==> src/rtl/asid_alloc_pkg.sv <==
package asid_alloc_pkg;

  // Outcome chosen for one guest-entry request.
  typedef enum logic [1:0] {
    DEC_KEEP  = 2'd0,  // tag current, reuse it
    DEC_ISSUE = 2'd1,  // hand out pointer value
    DEC_ROLL  = 2'd2,  // pool exhausted, new generation
    DEC_OFF   = 2'd3   // tagging disabled (or becoming so)
  } asid_dec_e;

endpackage

==> src/rtl/asid_decide.sv <==
module asid_decide
  import asid_alloc_pkg::*;
#(
  parameter int ASID_W = 8,
  parameter int GEN_W  = 64,
  localparam int PTR_W = ASID_W + 1
) (
  input  logic [GEN_W-1:0]  req_gen,
  input  logic              req_flush,
  input  logic [GEN_W-1:0]  cur_gen,
  input  logic [PTR_W-1:0]  next_ptr,
  input  logic [ASID_W-1:0] max_asid,
  input  logic              dis_q,
  output asid_dec_e         dec
);

  logic fresh;
  logic exhausted;
  logic gen_last;

  assign fresh     = (req_gen == cur_gen) && !req_flush;
  assign exhausted = next_ptr > {1'b0, max_asid};
  assign gen_last  = &cur_gen;

  always_comb begin
    if (dis_q)          dec = DEC_OFF;
    else if (fresh)     dec = DEC_KEEP;
    else if (!exhausted) dec = DEC_ISSUE;
    else if (gen_last)  dec = DEC_OFF;
    else                dec = DEC_ROLL;
  end

endmodule

==> src/rtl/asid_state.sv <==
module asid_state
  import asid_alloc_pkg::*;
#(
  parameter int ASID_W       = 8,
  parameter int GEN_W        = 64,
  parameter int RST_MAX_ASID = (1 << ASID_W) - 1,
  localparam int PTR_W       = ASID_W + 1
) (
  input  logic              clk,
  input  logic              rst_n,
  input  logic              req_valid,
  input  asid_dec_e         dec,
  input  logic              cfg_load,
  input  logic [ASID_W-1:0] cfg_max_asid,
  output logic [GEN_W-1:0]  cur_gen,
  output logic [PTR_W-1:0]  next_ptr,
  output logic [ASID_W-1:0] max_asid,
  output logic              dis_q
);

  logic [GEN_W-1:0]  gen_d;
  logic [PTR_W-1:0]  ptr_d;
  logic [ASID_W-1:0] max_d;
  logic              dis_d;
  logic              upd_en;

  assign upd_en = req_valid | cfg_load;

  always_comb begin
    gen_d = cur_gen;
    ptr_d = next_ptr;
    dis_d = dis_q;
    max_d = cfg_load ? cfg_max_asid : max_asid;
    if (req_valid) begin
      unique case (dec)
        DEC_ISSUE: ptr_d = next_ptr + PTR_W'(1);
        DEC_ROLL: begin
          gen_d = cur_gen + GEN_W'(1);
          ptr_d = PTR_W'(2);
        end
        DEC_OFF:  dis_d = 1'b1;
        default:  ;                                           // keep
      endcase
    end
  end

  always_ff @(posedge clk or negedge rst_n) begin
    if (!rst_n) begin
      cur_gen  <= GEN_W'(1);
      next_ptr <= PTR_W'(1);
      max_asid <= ASID_W'(RST_MAX_ASID);
      dis_q    <= 1'b0;
    end else if (upd_en) begin
      cur_gen  <= gen_d;
      next_ptr <= ptr_d;
      max_asid <= max_d;
      dis_q    <= dis_d;
    end
  end

endmodule

==> src/rtl/asid_rsp.sv <==
module asid_rsp
  import asid_alloc_pkg::*;
#(
  parameter int ASID_W = 8,
  parameter int GEN_W  = 64
) (
  input  logic              clk,
  input  logic              rst_n,
  input  logic              req_valid,
  input  asid_dec_e         dec,
  input  logic [ASID_W-1:0] req_asid,
  input  logic [ASID_W-1:0] issue_asid,
  input  logic [GEN_W-1:0]  cur_gen,
  output logic              rsp_valid,
  output logic [ASID_W-1:0] rsp_asid,
  output logic [GEN_W-1:0]  rsp_gen,
  output logic              rsp_need_flush,
  output logic              rsp_disabled
);

  logic [ASID_W-1:0] asid_d;
  logic [GEN_W-1:0]  gen_d;
  logic              flush_d;
  logic              dis_d;

  always_comb begin
    asid_d  = req_asid;
    gen_d   = cur_gen;
    flush_d = 1'b0;
    dis_d   = 1'b0;
    unique case (dec)
      DEC_ISSUE: asid_d = issue_asid;
      DEC_ROLL: begin
        asid_d  = ASID_W'(1);
        gen_d   = cur_gen + GEN_W'(1);
        flush_d = 1'b1;
      end
      DEC_OFF: begin
        asid_d  = '0;
        flush_d = 1'b1;
        dis_d   = 1'b1;
      end
      default: ;
    endcase
  end

  always_ff @(posedge clk or negedge rst_n) begin
    if (!rst_n) rsp_valid <= 1'b0;
    else        rsp_valid <= req_valid;
  end

  always_ff @(posedge clk or negedge rst_n) begin
    if (!rst_n) begin
      rsp_asid       <= '0;
      rsp_gen        <= '0;
      rsp_need_flush <= 1'b0;
      rsp_disabled   <= 1'b0;
    end else if (req_valid) begin
      rsp_asid       <= asid_d;
      rsp_gen        <= gen_d;
      rsp_need_flush <= flush_d;
      rsp_disabled   <= dis_d;
    end
  end

endmodule

==> src/rtl/asid_alloc.sv <==
module asid_alloc
  import asid_alloc_pkg::*;
#(
  parameter int ASID_W       = 8,
  parameter int GEN_W        = 64,
  parameter int RST_MAX_ASID = (1 << ASID_W) - 1
) (
  input  logic              clk,
  input  logic              rst_n,
  input  logic              cfg_load,
  input  logic [ASID_W-1:0] cfg_max_asid,
  input  logic              req_valid,
  input  logic [GEN_W-1:0]  req_gen,
  input  logic [ASID_W-1:0] req_asid,
  input  logic              req_flush,
  output logic              rsp_valid,
  output logic [ASID_W-1:0] rsp_asid,
  output logic [GEN_W-1:0]  rsp_gen,
  output logic              rsp_need_flush,
  output logic              rsp_disabled
);

  localparam int PTR_W = ASID_W + 1;

  asid_dec_e         dec;
  logic [GEN_W-1:0]  cur_gen;
  logic [PTR_W-1:0]  next_ptr;
  logic [ASID_W-1:0] max_asid;
  logic              dis_q;
  logic [ASID_W-1:0] issue_asid;

  assign issue_asid = next_ptr[ASID_W-1:0];

  asid_decide #(.ASID_W(ASID_W), .GEN_W(GEN_W)) u_decide (
    .req_gen   (req_gen),
    .req_flush (req_flush),
    .cur_gen   (cur_gen),
    .next_ptr  (next_ptr),
    .max_asid  (max_asid),
    .dis_q     (dis_q),
    .dec       (dec)
  );

  asid_state #(.ASID_W(ASID_W), .GEN_W(GEN_W), .RST_MAX_ASID(RST_MAX_ASID)) u_state (
    .clk          (clk),
    .rst_n        (rst_n),
    .req_valid    (req_valid),
    .dec          (dec),
    .cfg_load     (cfg_load),
    .cfg_max_asid (cfg_max_asid),
    .cur_gen      (cur_gen),
    .next_ptr     (next_ptr),
    .max_asid     (max_asid),
    .dis_q        (dis_q)
  );

  asid_rsp #(.ASID_W(ASID_W), .GEN_W(GEN_W)) u_rsp (
    .clk            (clk),
    .rst_n          (rst_n),
    .req_valid      (req_valid),
    .dec            (dec),
    .req_asid       (req_asid),
    .issue_asid     (issue_asid),
    .cur_gen        (cur_gen),
    .rsp_valid      (rsp_valid),
    .rsp_asid       (rsp_asid),
    .rsp_gen        (rsp_gen),
    .rsp_need_flush (rsp_need_flush),
    .rsp_disabled   (rsp_disabled)
  );

endmodule

==> config.mk <==
export PLATFORM = sky130hd
export DESIGN_NAME = asid_alloc
export DESIGN_NICKNAME = d
export VERILOG_FILES = /design/src/rtl/asid_alloc_pkg.sv /design/src/rtl/asid_decide.sv /design/src/rtl/asid_state.sv /design/src/rtl/asid_rsp.sv /design/src/rtl/asid_alloc.sv
export SDC_FILE = /design/constraint.sdc
export NUM_CORES = 1
export LEC_CHECK = 0
export ABC_AREA = 1
export BUFFER_PORTS_ARGS = -buffer_cell sky130_fd_sc_hd__buf_2
export CORE_MARGIN = 2
export CORE_UTILIZATION = 63
export CTS_BUF_LIST = sky130_fd_sc_hd__clkbuf_8
export CTS_CLUSTER_DIAMETER = 50
export CTS_CLUSTER_SIZE = 8
export DETAILED_ROUTE_END_ITERATION = 7
export GPL_ROUTABILITY_DRIVEN = 0
export HOLD_SLACK_MARGIN = 0.08
export MAX_ROUTING_LAYER = met4
export PLACE_DENSITY_LB_ADDON = 0.12
export SYNTH_ARGS = -nofsm -noshare
export SYNTH_HDL_FRONTEND = slang
export SYNTH_SLANG_ARGS = --single-unit
export TNS_END_PERCENT = 50
==> constraint.sdc <==
create_clock -name clk -period 5.02 [get_ports clk]
set_input_delay 1.004 -clock clk [delete_from_list [all_inputs] [get_ports clk]]
set_output_delay 1.004 -clock clk [all_outputs]
set_load 0.02 [all_outputs]
==> flow_summary.json, run 1 <==
{
  "crit_slowest_cell": "nor2_1",
  "fin_area_um2": 10700,
  "worst_pin_slew_ns": 0.819,
  "cts_resized": 0,
  "start_util_pct": 64.5,
  "cp_common_cell": "nand2_1",
  "power_density_nw_per_um2": 319,
  "fp.dieW_um": 126,
  "top_layer_used": "met4",
  "period_minus_slack_ns": 3.77,
  "drt_first_pass_iters": 5,
  "path_buf_inv": 3,
  "min_path_cells": 2,
  "rsz0062_at_grt": "no",
  "grt_max_degree": 89,
  "syn_area_um2": 9340,
  "finalMaxSlewViolations": 0,
  "via_count": 9787,
  "dpl_cell_area_um2": 10200,
  "synth_warnings": 0,
  "via_per_inst": 5.70,
  "wirelength_mm": 28.5,
  "fillers": 1248,
  "grt_pass1_vias": 8927,
  "startpoint_type": "input port",
  "crit_type": "input port to flip-flop",
  "fin_tns_setup_ns": 0,
  "die_h_um": 126,
  "end_kind": "flip-flop",
  "wl_met3_mm": 3.37,
  "cts_buffer_depth": 2,
  "wl_met1_mm": 11.4,
  "numClockSinks": 157,
  "drtIter0Drc": 1338,
  "synthDominantCellAreaShare_pct": 39.4,
  "postRouteAntennaNets": 0,
  "drive_above_1_share_pct": 15.1,
  "maxCapViolCount": 0,
  "cts_buffers": 17,
  "rows": 44,
  "cts_tree": "done",
  "critPathMaxStageDelay_ns": 0.33,
  "grt_pass1_wl_mm": 45.8,
  "antenna_found_initial": 0,
  "setup_ws_ns": 1.25,
  "port_buffers": 159,
  "r2r_cells": 18,
  "fin_skew_ns": 0.0122,
  "cts-root-buf": "clkbuf_8",
  "grt-ovfl-total": 0,
  "critical_path_required_ns": 5.42,
  "synth-seq-cells": 157,
  "grt_usage_pct": 38.0,
  "crit_chain": "buf_2 > inv_1 > nand2_1 > nand2_1 > nor2_1 > nand2_1 > nor2_1 > nand2_1 > nor2_1 > nand3_1 > a21oi_1 > ha_1 > inv_1 > nor2_1 > nand2_1 > nor2_1 > nand2_1 > o21ai_1 > nand3_1 > o21ai_0",
  "cp.depth": 20,
  "drc_errors": 0,
  "nets": 1620,
  "yosysTopAreaCell": "dfrtp_1",
  "vdd_drop_max_v": 0.000222,
  "dpl_worst_slack_ns": 0.875,
  "min_path_type": "flip-flop to flip-flop",
  "leakage_nw": 5.80,
  "yosysSeqAreaShare_pct": 42.2,
  "hpwl_mm": 21.8,
  "setup_viol": 0,
  "status": "finished clean",
  "syn-instance-count": 1371,
  "syn_avg_cell_area_um2": 6.81,
  "syn-num-nets": 1470,
  "io_pins": 160,
  "ys_types": 35,
  "cp_top_family": "simple AND/OR/NAND/NOR gates",
  "die_area_um2": 15800,
  "cts-htree-levels": 4,
  "areaGrowthSynthToFinish_pct": 14.4,
  "max_slew_margin_pct": 45.4,
  "routedWlPerCell_um": 16.6,
  "critical_path.max_fanout": 14,
  "clock_latency_ns": 0.48,
  "hold_violations": 0,
  "coreArea_um2": 14500,
  "antenna_cells": 0,
  "ctsHoldBuffers": 0,
  "fmax_mhz": 265,
  "clkTransAtPathRegs_ns": 0.09,
  "post_cts_buffers": 0,
  "critPathArrivalTime_ns": 4.17,
  "period_share_pct": 75.1,
  "met2WireLength_mm": 12.5,
  "synthTopCellsByArea": "dfrtp_1, nand2_1, inv_1"
}
cells in the final DEF (no fill, tap or decap), types with 9 or more instances in the layout:
cell,netlist,layout
dfstp_2,10,10
nand3_1,135,135
clkbuf_8,2,18
nand4_1,24,24
nor2_2,9,9
inv_1,181,183
dfrtp_1,147,147
o21ai_0,96,96
ha_1,14,14
xnor2_1,11,11
nand2_1,489,489
nor2_1,125,125
buf_2,4,158
nor3_1,23,23
a21oi_1,33,33
kinds of logic (layout without fill, tap and decap cells):
logic type	after synthesis	after routing	synth area share, %
muxes	1	1	0.121
AOI/OAI and AO/OA	142	142	7.75
xor gates and xnor gates	13	13	1.22
DFF	157	157	42.2
adders and majority gates	14	14	1.88
and+or+nand+nor	828	828	37.6
buffers and inverters	216	378	9.23
metal layers:
metal / vias to the layer above / global-route usage [%]
met3: 98 / 8.41
met1: 4440 / 51.7
met2: 632 / 55.8
li1: 4617 / -
met4: 0 / 15.4
met5: - / -
final timing paths:
kind | from | end | slack (ns)
max | req_gen[40] | u_state.cur_gen[27]$_DFFE_PN0P_ | 1.25
min | u_rsp.rsp_gen[16]$_DFFE_PN0P_ | u_rsp.rsp_gen[16]$_DFFE_PN0P_ | 0.48
max reg2reg | u_state.max_asid[6]$_DFFE_PN1P_ | u_state.cur_gen[27]$_DFFE_PN0P_ | 1.27
min reg2reg | u_rsp.rsp_gen[16]$_DFFE_PN0P_ | u_rsp.rsp_gen[16]$_DFFE_PN0P_ | 0.48
max in group asynchronous | rst_n | u_state.next_ptr[0]$_DFFE_PN1P_ | 3.41
min in group asynchronous | rst_n | u_rsp.rsp_gen[14]$_DFFE_PN0P_ | 0.59
metrics by stage:
step | util, % | std cells | power, mW | hold WS, ns
detailed placement | 70.7 | 1686 | 2.32 | 0.460
floorplan | - | 1371 | 2.02 | 0.463
global route | 73.8 | 1717 | 3.57 | 0.498
global placement | 70.7 | 1686 | 2.31 | 0.458
CTS | 73.8 | 1717 | 3.39 | 0.482
finish | 73.8 | 1717 | 3.41 | 0.479
synth_stat cells:
cell type  instances
or2_0              1
o22ai_1            2
buf_4              3
xnor2_1           11
inv_1            181
clkbuf_1          20
nand2_1          489
or2_2              1
ha_1              14
nand3_1          135
nor3b_1            4
nand4_1           24
inv_2              1
a21oi_1           33
buf_2              4
nor3_2             4
clkbuf_8           2
nor2_1           125
o21ai_1            7
nand3_2            1
nand2_2            4
buf_6              2
o21ai_0           96
dfrtp_1          147
nor3_1            23
buf_1              3
nor3_4             2
mux2_2             1
o21a_1             1
and3_1             2
nor2_4             4
xor2_1             2
nor2_2             9
o21bai_1           3
dfstp_2           10
power breakdown:
part           total (mW)  internal [mW]  switching [mW]  leakage, nW
combinational       0.712          0.229           0.483         3.55
sequential           1.61           1.43           0.183         2.02
clock                1.09          0.598           0.491        0.232
total                3.41           2.26            1.16         5.80
final cells by class:
| type | count | area [um2] | share of cell area, % |
|---|---|---|---|
| Clock buffer | 18 | 248 | 2.32 |
| Clock inverter | 13 | 200 | 1.87 |
| Inverter | 182 | 683 | 6.39 |
| Multi-Input combinational cell | 998 | 4530 | 42.4 |
| Sequential cell | 157 | 3940 | 36.9 |
| Tap cell | 184 | 230 | 2.16 |
| Timing Repair Buffer | 165 | 847 | 7.93 |
flip-flops by register name, summed over array words and instances, names as in the netlist:
name                  flops
u_rsp.rsp_asid            8
u_state.cur_gen          64
u_rsp.rsp_valid           1
u_rsp.rsp_need_flush      1
u_state.next_ptr          9
u_state.dis_q             1
u_state.max_asid          8
u_rsp.rsp_gen            64
u_rsp.rsp_disabled        1
worst register-to-register path: stages, from the launching register on:
cell and delay [ns]:
dfstp_2 0.52, inv_1 0.04, ha_1 0.30, a21oi_1 0.07, o21a_1 0.19, nand2_1 0.06, nand2_1 0.06, nor2_1 0.26
nand2_1 0.14, a21oi_1 0.24, ha_1 0.32, inv_1 0.31, nor2_1 0.30, nand2_1 0.16, nor2_1 0.21, nand2_1 0.11
o21ai_1 0.13, nand3_1 0.09, o21ai_0 0.13
Note: power is estimated with default switching activity, not from simulation.
==> run 2, diff against run 1 <==
--- a/config.mk
+++ b/config.mk
@@ -8,7 +8,7 @@
 export ABC_AREA = 1
 export BUFFER_PORTS_ARGS = -buffer_cell sky130_fd_sc_hd__buf_2
 export CORE_MARGIN = 2
-export CORE_UTILIZATION = 63
+export CORE_UTILIZATION = 59
 export CTS_BUF_LIST = sky130_fd_sc_hd__clkbuf_8
 export CTS_CLUSTER_DIAMETER = 50
 export CTS_CLUSTER_SIZE = 8
==> constraint.sdc (replaced) <==
create_clock -name clk -period 3.95 [get_ports clk]
set_input_delay 0.79 -clock clk [delete_from_list [all_inputs] [get_ports clk]]
set_output_delay 0.79 -clock clk [all_outputs]
set_load 0.02 [all_outputs]
==> flow_summary.json, run 2 (synthesis results as in run 1) <==
{
  "fillers": 1400,
  "netSwitchingFraction_pct": 34.8,
  "setup_viol": 0,
  "p_switching_mw": 1.45,
  "cts_buffer_depth": 2,
  "clkTransAtPathRegs_ns": 0.09,
  "drc_errors": 0,
  "setup_ws_ns": 0.353,
  "grt_pass1_vias": 8756,
  "worst_pin_slew_ns": 1.08,
  "clock_power_share_pct": 29.6,
  "die_h_um": 130,
  "vdd_drop_max_v": 0.000280,
  "crit_slowest_cell": "dfstp_2",
  "rsz0062_at_grt": "no",
  "leakage_nw": 5.78,
  "cts_buffers": 17,
  "clock_latency_ns": 0.47,
  "routedWlPerCell_um": 16.0,
  "hpwl_mm": 21.4,
  "numClockSinks": 157,
  "io_pins": 160,
  "layout_commonest_cell": "nand2_1",
  "grt-ovfl-total": 0,
  "fin_skew_ns": 0.0105,
  "die_area_um2": 16800,
  "cts_tree": "done",
  "intPower_mw": 2.72,
  "min_path_type": "input port to asynchronous set/reset pin",
  "dpl_worst_slack_ns": 0.285,
  "cts-root-buf": "clkbuf_8",
  "port_buffers": 159,
  "cp_common_cell": "nand2_1",
  "end_kind": "flip-flop",
  "postRouteAntennaNets": 0,
  "start_util_pct": 61.0,
  "power_density_nw_per_um2": 390,
  "reg_top3": "u_rsp.rsp_gen (64), u_state.cur_gen (64), u_state.next_ptr (9)",
  "cts-htree-levels": 4,
  "critPathMaxStageDelay_ns": 0.52,
  "drt_first_pass_iters": 6,
  "critical_path_required_ns": 4.31,
  "antenna_found_initial": 1,
  "nets": 1621,
  "ctsHoldBuffers": 0,
  "via_count": 9573,
  "cts_resized": 0,
  "crit_type": "flip-flop to flip-flop",
  "grt_pass1_wl_mm": 44.3,
  "hold_violations": 0,
  "critical_path.max_fanout": 10,
  "via_per_inst": 5.48,
  "startpoint_type": "flip-flop",
  "period_share_pct": 91.1,
  "max_slew_margin_pct": 28.3,
  "maxCapViolCount": 0,
  "crit_chain": "inv_1 > ha_1 > a21oi_1 > o21a_1 > nand2_1 > nand2_1 > nor2_1 > nand2_1 > a21oi_1 > ha_1 > inv_1 > buf_4 > nor3_2 > nand3_1 > nor2_1 > nand2_1 > nand3_1 > nand2_1",
  "fin_tns_setup_ns": 0,
  "r2r_cells": 18,
  "fmax_mhz": 278,
  "grt_max_degree": 111,
  "combPwrFrac_pct": 21.4,
  "seq_power_share_pct": 49.0,
  "drtIter0Drc": 1153,
  "critPathArrivalTime_ns": 3.95,
  "finalMaxSlewViolations": 0,
  "period_minus_slack_ns": 3.60,
  "status": "finished clean",
  "coreArea_um2": 15300,
  "areaGrowthSynthToFinish_pct": 14.5,
  "mostFrequentLayoutCells": "nand2_1, inv_1, buf_2",
  "wirelength_mm": 27.9,
  "grt_usage_pct": 35.5,
  "rows": 45,
  "post_cts_buffers": 0,
  "regArea_um2": 3940,
  "fp.dieW_um": 130,
  "drive_above_1_share_pct": 15.1,
  "multiInputGateArea_um2": 4530
}
==> run 2: cell count changes in the layout (fill, tap and decap cells not counted), sizes merged <==
| cell | previous run | this run |
|---|---|---|
| bufinv | 5 | 2 |
| clkinv | 4 | 1 |
| inv | 185 | 188 |
| clkbuf | 18 | 20 |
| clkinvlp | 1 | 3 |
| diode | 0 | 2 |
| buf | 165 | 166 |
==> run 2: power by group through the flow <==
stage / Sequential, mW / Clock, mW / Combinational (mW)
3_3_place_gp: 2.06 / 0 / 0.868
5_1_grt: 2.07 / 1.30 / 1.00
3_5_place_dp: 2.06 / 0 / 0.885
2_1_floorplan: 2.12 / 0 / 0.449
4_1_cts: 2.03 / 1.24 / 0.888
6_report: 2.04 / 1.23 / 0.892
==> run 2: routing by layer <==
metal / GRT usage (%) / share of wire (%) / wire [um]
met5: - / 0 / 0
met4: 15.2 / 4.0 / 1110
met3: 8.82 / 12 / 3240
met2: 51.0 / 43 / 12000
met1: 48.0 / 41 / 11600
==> run 2: metrics by stage <==
step / hold slack (ns) / cell area [um2] / utilization, % / cells / power [mW]
2_1_floorplan: 0.463 / 9340 / - / 1371 / 2.57
3_3_place_gp: 0.458 / 10300 / 67.2 / 1714 / 2.93
3_5_place_dp: 0.461 / 10300 / 67.2 / 1714 / 2.95
4_1_cts: 0.412 / 10700 / 69.8 / 1746 / 4.17
5_1_grt: 0.412 / 10700 / 69.8 / 1747 / 4.38
6_report: 0.341 / 10700 / 69.8 / 1748 / 4.17
==> run 2: final cells by class <==
class | count | area share [%]
well taps | 211 | 2.47
diodes | 2 | 0.0468
repair buffers | 166 | 8.11
flip-flops and latches | 157 | 36.9
clock inverters | 12 | 1.16
clock buffers | 20 | 2.57
inverters | 182 | 6.39
multi-input cells | 998 | 42.4
==> run 2: critical path, delay by kind of cell, from the launching register on <==
kind | cells | cell delay [ns]
AOI/OAI and AO/OA | 3 | 0.47
adders and majority gates | 2 | 0.57
buffers and inverters | 3 | 0.44
DFF | 1 | 0.52
and+or+nand+nor | 10 | 1.47
==> run 2: worst paths after layout <==
kind | slack (ns) | from | to
min in group clk | 0.48 | u_rsp.rsp_gen[34]$_DFFE_PN0P_ | u_rsp.rsp_gen[34]$_DFFE_PN0P_
hold reg to reg | 0.48 | u_rsp.rsp_gen[34]$_DFFE_PN0P_ | u_rsp.rsp_gen[34]$_DFFE_PN0P_
setup reg to reg | 0.35 | u_state.max_asid[6]$_DFFE_PN1P_ | u_state.cur_gen[50]$_DFFE_PN0P_
max in group asynchronous | 2.72 | rst_n | u_state.max_asid[6]$_DFFE_PN1P_
hold / removal | 0.34 | rst_n | u_rsp.rsp_gen[26]$_DFFE_PN0P_
setup / recovery | 0.35 | u_state.max_asid[6]$_DFFE_PN1P_ | u_state.cur_gen[50]$_DFFE_PN0P_
==> run 3, diff against run 2 <==
--- a/config.mk
+++ b/config.mk
@@ -5,7 +5,6 @@
 export SDC_FILE = /design/constraint.sdc
 export NUM_CORES = 1
 export LEC_CHECK = 0
-export ABC_AREA = 1
 export BUFFER_PORTS_ARGS = -buffer_cell sky130_fd_sc_hd__buf_2
 export CORE_MARGIN = 2
 export CORE_UTILIZATION = 59
==> flow_summary.json, run 3 <==
{
  "status": "finished, violations left",
  "violations": "setup timing",
  "clock_latency_ns": 0.47,
  "cts-root-buf": "clkbuf_8",
  "synth_most_common_cell": "dfrtp_1",
  "postRouteAntennaNets": 0,
  "clkTransAtPathRegs_ns": 0.08,
  "critPathMaxStageDelay_ns": 0.60,
  "drc_errors": 0,
  "routedWlPerCell_um": 19.1,
  "ys_types": 55,
  "period_minus_slack_ns": 4.04,
  "setup_viol": 11,
  "worst_pin_slew_ns": 0.845,
  "clock_power_share_pct": 34.0,
  "numClockSinks": 157,
  "finalMaxSlewViolations": 0,
  "fp.dieW_um": 129,
  "cts_buffer_depth": 2,
  "intPower_mw": 2.42,
  "syn-instance-count": 1037,
  "areaGrowthSynthToFinish_pct": 22.2,
  "reg_top3": "u_rsp.rsp_gen (64), u_state.cur_gen (64), u_state.next_ptr (9)",
  "crit_chain": "xnor2_1 > buf_4 > o221ai_1 > a2111oi_1 > nand4_1 > o22ai_2 > ha_2 > nand4_4 > or4_4 > or4_4 > or3_1 > a31oi_1",
  "drive_above_1_share_pct": 27.6,
  "start_util_pct": 60.7,
  "min_path_type": "input port to asynchronous set/reset pin",
  "cp-startpoint": "u_state.cur_gen[48]$_DFFE_PN0P_",
  "yosysSeqAreaShare_pct": 42.6,
  "crit_slowest_cell": "a2111oi_1",
  "synth_warnings": 0,
  "startpoint_type": "flip-flop",
  "r2r_cells": 12,
  "cts-htree-levels": 4,
  "synth_common_cells": "dfrtp_1, xnor2_1, nor2_1, nand2_1, a21oi_1",
  "rows": 45,
  "die_h_um": 129,
  "synthDominantCellAreaShare_pct": 39.7,
  "seq_power_share_pct": 52.0,
  "whs_ns": 0.253,
  "cp_common_cell": "or4_4",
  "io_pins": 160,
  "grt_pass1_vias": 8141,
  "via_count": 8792,
  "final_core_util_pct": 74.2,
  "grt-ovfl-total": 0,
  "coreArea_um2": 15300,
  "combPwrFrac_pct": 14.1,
  "dominantRegCellSynth": "dfrtp_1",
  "critPathCapture": "u_rsp.rsp_gen[53]$_DFFE_PN0P_",
  "worstReg2RegStart": "u_state.cur_gen[48]$_DFFE_PN0P_",
  "fmax_mhz": 247,
  "grt_usage_pct": 35.5,
  "maxCapViolCount": 0,
  "fin_tns_setup_ns": -0.568,
  "synthTopCellsByArea": "dfrtp_1, xnor2_1, nor2_1",
  "die_area_um2": 16700,
  "nets": 1345,
  "fillers": 1232,
  "port_buffers": 159,
  "end_kind": "flip-flop",
  "antenna_found_initial": 1,
  "drt_first_pass_iters": 6,
  "wirelength_mm": 28.2,
  "syn-num-nets": 1136,
  "grt_pass1_wl_mm": 44.0,
  "mostFrequentLayoutCells": "buf_2, dfrtp_1, xnor2_1",
  "critical_path.max_fanout": 5,
  "critical_path_required_ns": 4.35,
  "layout_commonest_cell": "buf_2",
  "cts_buffers": 17,
  "dp_cells": 1434,
  "reg2reg_to": "u_rsp.rsp_gen[53]$_DFFE_PN0P_",
  "critPathArrivalTime_ns": 4.44,
  "synth_edf_count": 0,
  "yosysTopAreaCell": "dfrtp_1",
  "leakage_nw": 4.91,
  "syn_avg_cell_area_um2": 8.93,
  "rsz0062_at_grt": "yes",
  "fin_cells": 1471,
  "grt_max_degree": 74,
  "synth-seq-cells": 157,
  "cts_tree": "done",
  "setup_ws_ns": -0.0915,
  "period_share_pct": 102,
  "async_flop_share_pct": 100,
  "hpwl_mm": 21.2,
  "power_density_nw_per_um2": 299,
  "netSwitchingFraction_pct": 28.5,
  "via_per_inst": 5.98,
  "hold_violations": 0,
  "max_slew_margin_pct": 43.2,
  "crit_type": "flip-flop to flip-flop",
  "syn_area_um2": 9260,
  "fin_skew_ns": 0.0128,
  "p_switching_mw": 0.966,
  "vdd_drop_max_v": 0.000305,
  "drtIter0Drc": 1030,
  "rrSetupSlack_ns": -0.09
}
-- run 3: cell count changes after synthesis, moves of 21 or more --
cell	delta
nand2_1	-419
inv_1	-147
xnor2_1	+112
nand3_1	-98
o21ai_0	-70
nand4_1	+38
a21oi_1	+31
clkbuf_1	+31
xor2_1	+30
nor4_1	+29
a31oi_1	+23
or3_1	+21
-- run 3: cells by family (layout without fill, tap and decap cells) --
family | count (synthesis) | in the layout | share of synthesized area (%)
XOR/XNOR | 155 | 155 | 14.7
AO/OA/AOI/OAI | 146 | 146 | 9.31
AND/OR/NAND/NOR | 441 | 442 | 25.4
other | 0 | 1 | 0
buffers and inverters | 119 | 340 | 5.63
adder cells (fa/ha/maj) | 14 | 14 | 1.89
flip-flops | 157 | 157 | 42.6
multiplexers | 5 | 5 | 0.594
-- run 3: how the worst min path moves through the flow --
stage,startpoint,end,slack (ns)
final,rst_n,u_rsp.rsp_gen[52]$_DFFE_PN0P_,0.25
after global routing,rst_n,u_rsp.rsp_gen[52]$_DFFE_PN0P_,0.29
after CTS,rst_n,u_rsp.rsp_gen[52]$_DFFE_PN0P_,0.27
after detailed placement,u_state.max_asid[6]$_DFFE_PN1P_,u_state.max_asid[6]$_DFFE_PN1P_,0.50
after global placement,u_rsp.rsp_asid[0]$_DFFE_PN0P_,u_rsp.rsp_asid[0]$_DFFE_PN0P_,0.49
after floorplan,u_state.cur_gen[55]$_DFFE_PN0P_,u_state.cur_gen[55]$_DFFE_PN0P_,0.47
-- run 3: area by class of cell --
class | instances | area, um2 | share of cell area (%)
Sequential cell | 157 | 3940 | 34.8
Antenna cell | 1 | 2.50 | 0.0221
Inverter | 35 | 131 | 1.16
Tap cell | 211 | 264 | 2.33
Timing Repair Buffer | 273 | 1670 | 14.8
Clock inverter | 12 | 96.3 | 0.851
Clock buffer | 20 | 275 | 2.43
Multi-Input combinational cell | 762 | 4930 | 43.6
-- run 3: repair_timing --
item	CTS	global route
endpoints found under the setup margin	4	34
buffers inserted	0	3
pin swaps	0	6
hold buffers	0	0
cloned	0	1
resized for setup	1	21
-- run 3: per-layer routing --
layer | part of all wire [%] | routed length, um | vias to the layer above | track usage, %
li1 | - | - | 4079 | -
met1 | 41 | 11500 | 4140 | 47.3
met2 | 46 | 12900 | 472 | 53.0
met3 | 8.5 | 2390 | 101 | 6.48
met4 | 4.8 | 1350 | 0 | 16.4
met5 | 0 | 0 | - | -
-- run 3: stage by stage --
stage                     setup slack (ns)  total power, mW  instance area, um2
after floorplan                    0.00272             2.04                9280
after global placement              -0.409             2.24               10800
after detailed placement            -0.494             2.26               10800
after CTS                          0.00238             3.39               11200
after global routing                -0.302             3.53               11300
final                              -0.0915             3.39               11300
-- run 3: power groups by stage --
stage | combinational, mW | clock [mW] | sequential (mW)
5_1_grt | 0.526 | 1.24 | 1.77
3_3_place_gp | 0.455 | 0 | 1.79
2_1_floorplan | 0.203 | 0 | 1.84
3_5_place_dp | 0.467 | 0 | 1.79
6_report | 0.476 | 1.15 | 1.76
4_1_cts | 0.471 | 1.16 | 1.76
-- run 3: worst max-delay path, delay by kind of cell (launching register included) --
kind / cells / cell delay [ns]
DFF: 1 / 0.40
adders and majority gates: 1 / 0.23
xor gates and xnor gates: 1 / 0.16
and+or+nand+nor: 5 / 1.88
AOI/OAI and AO/OA: 4 / 1.14
buffers and inverters: 1 / 0.16
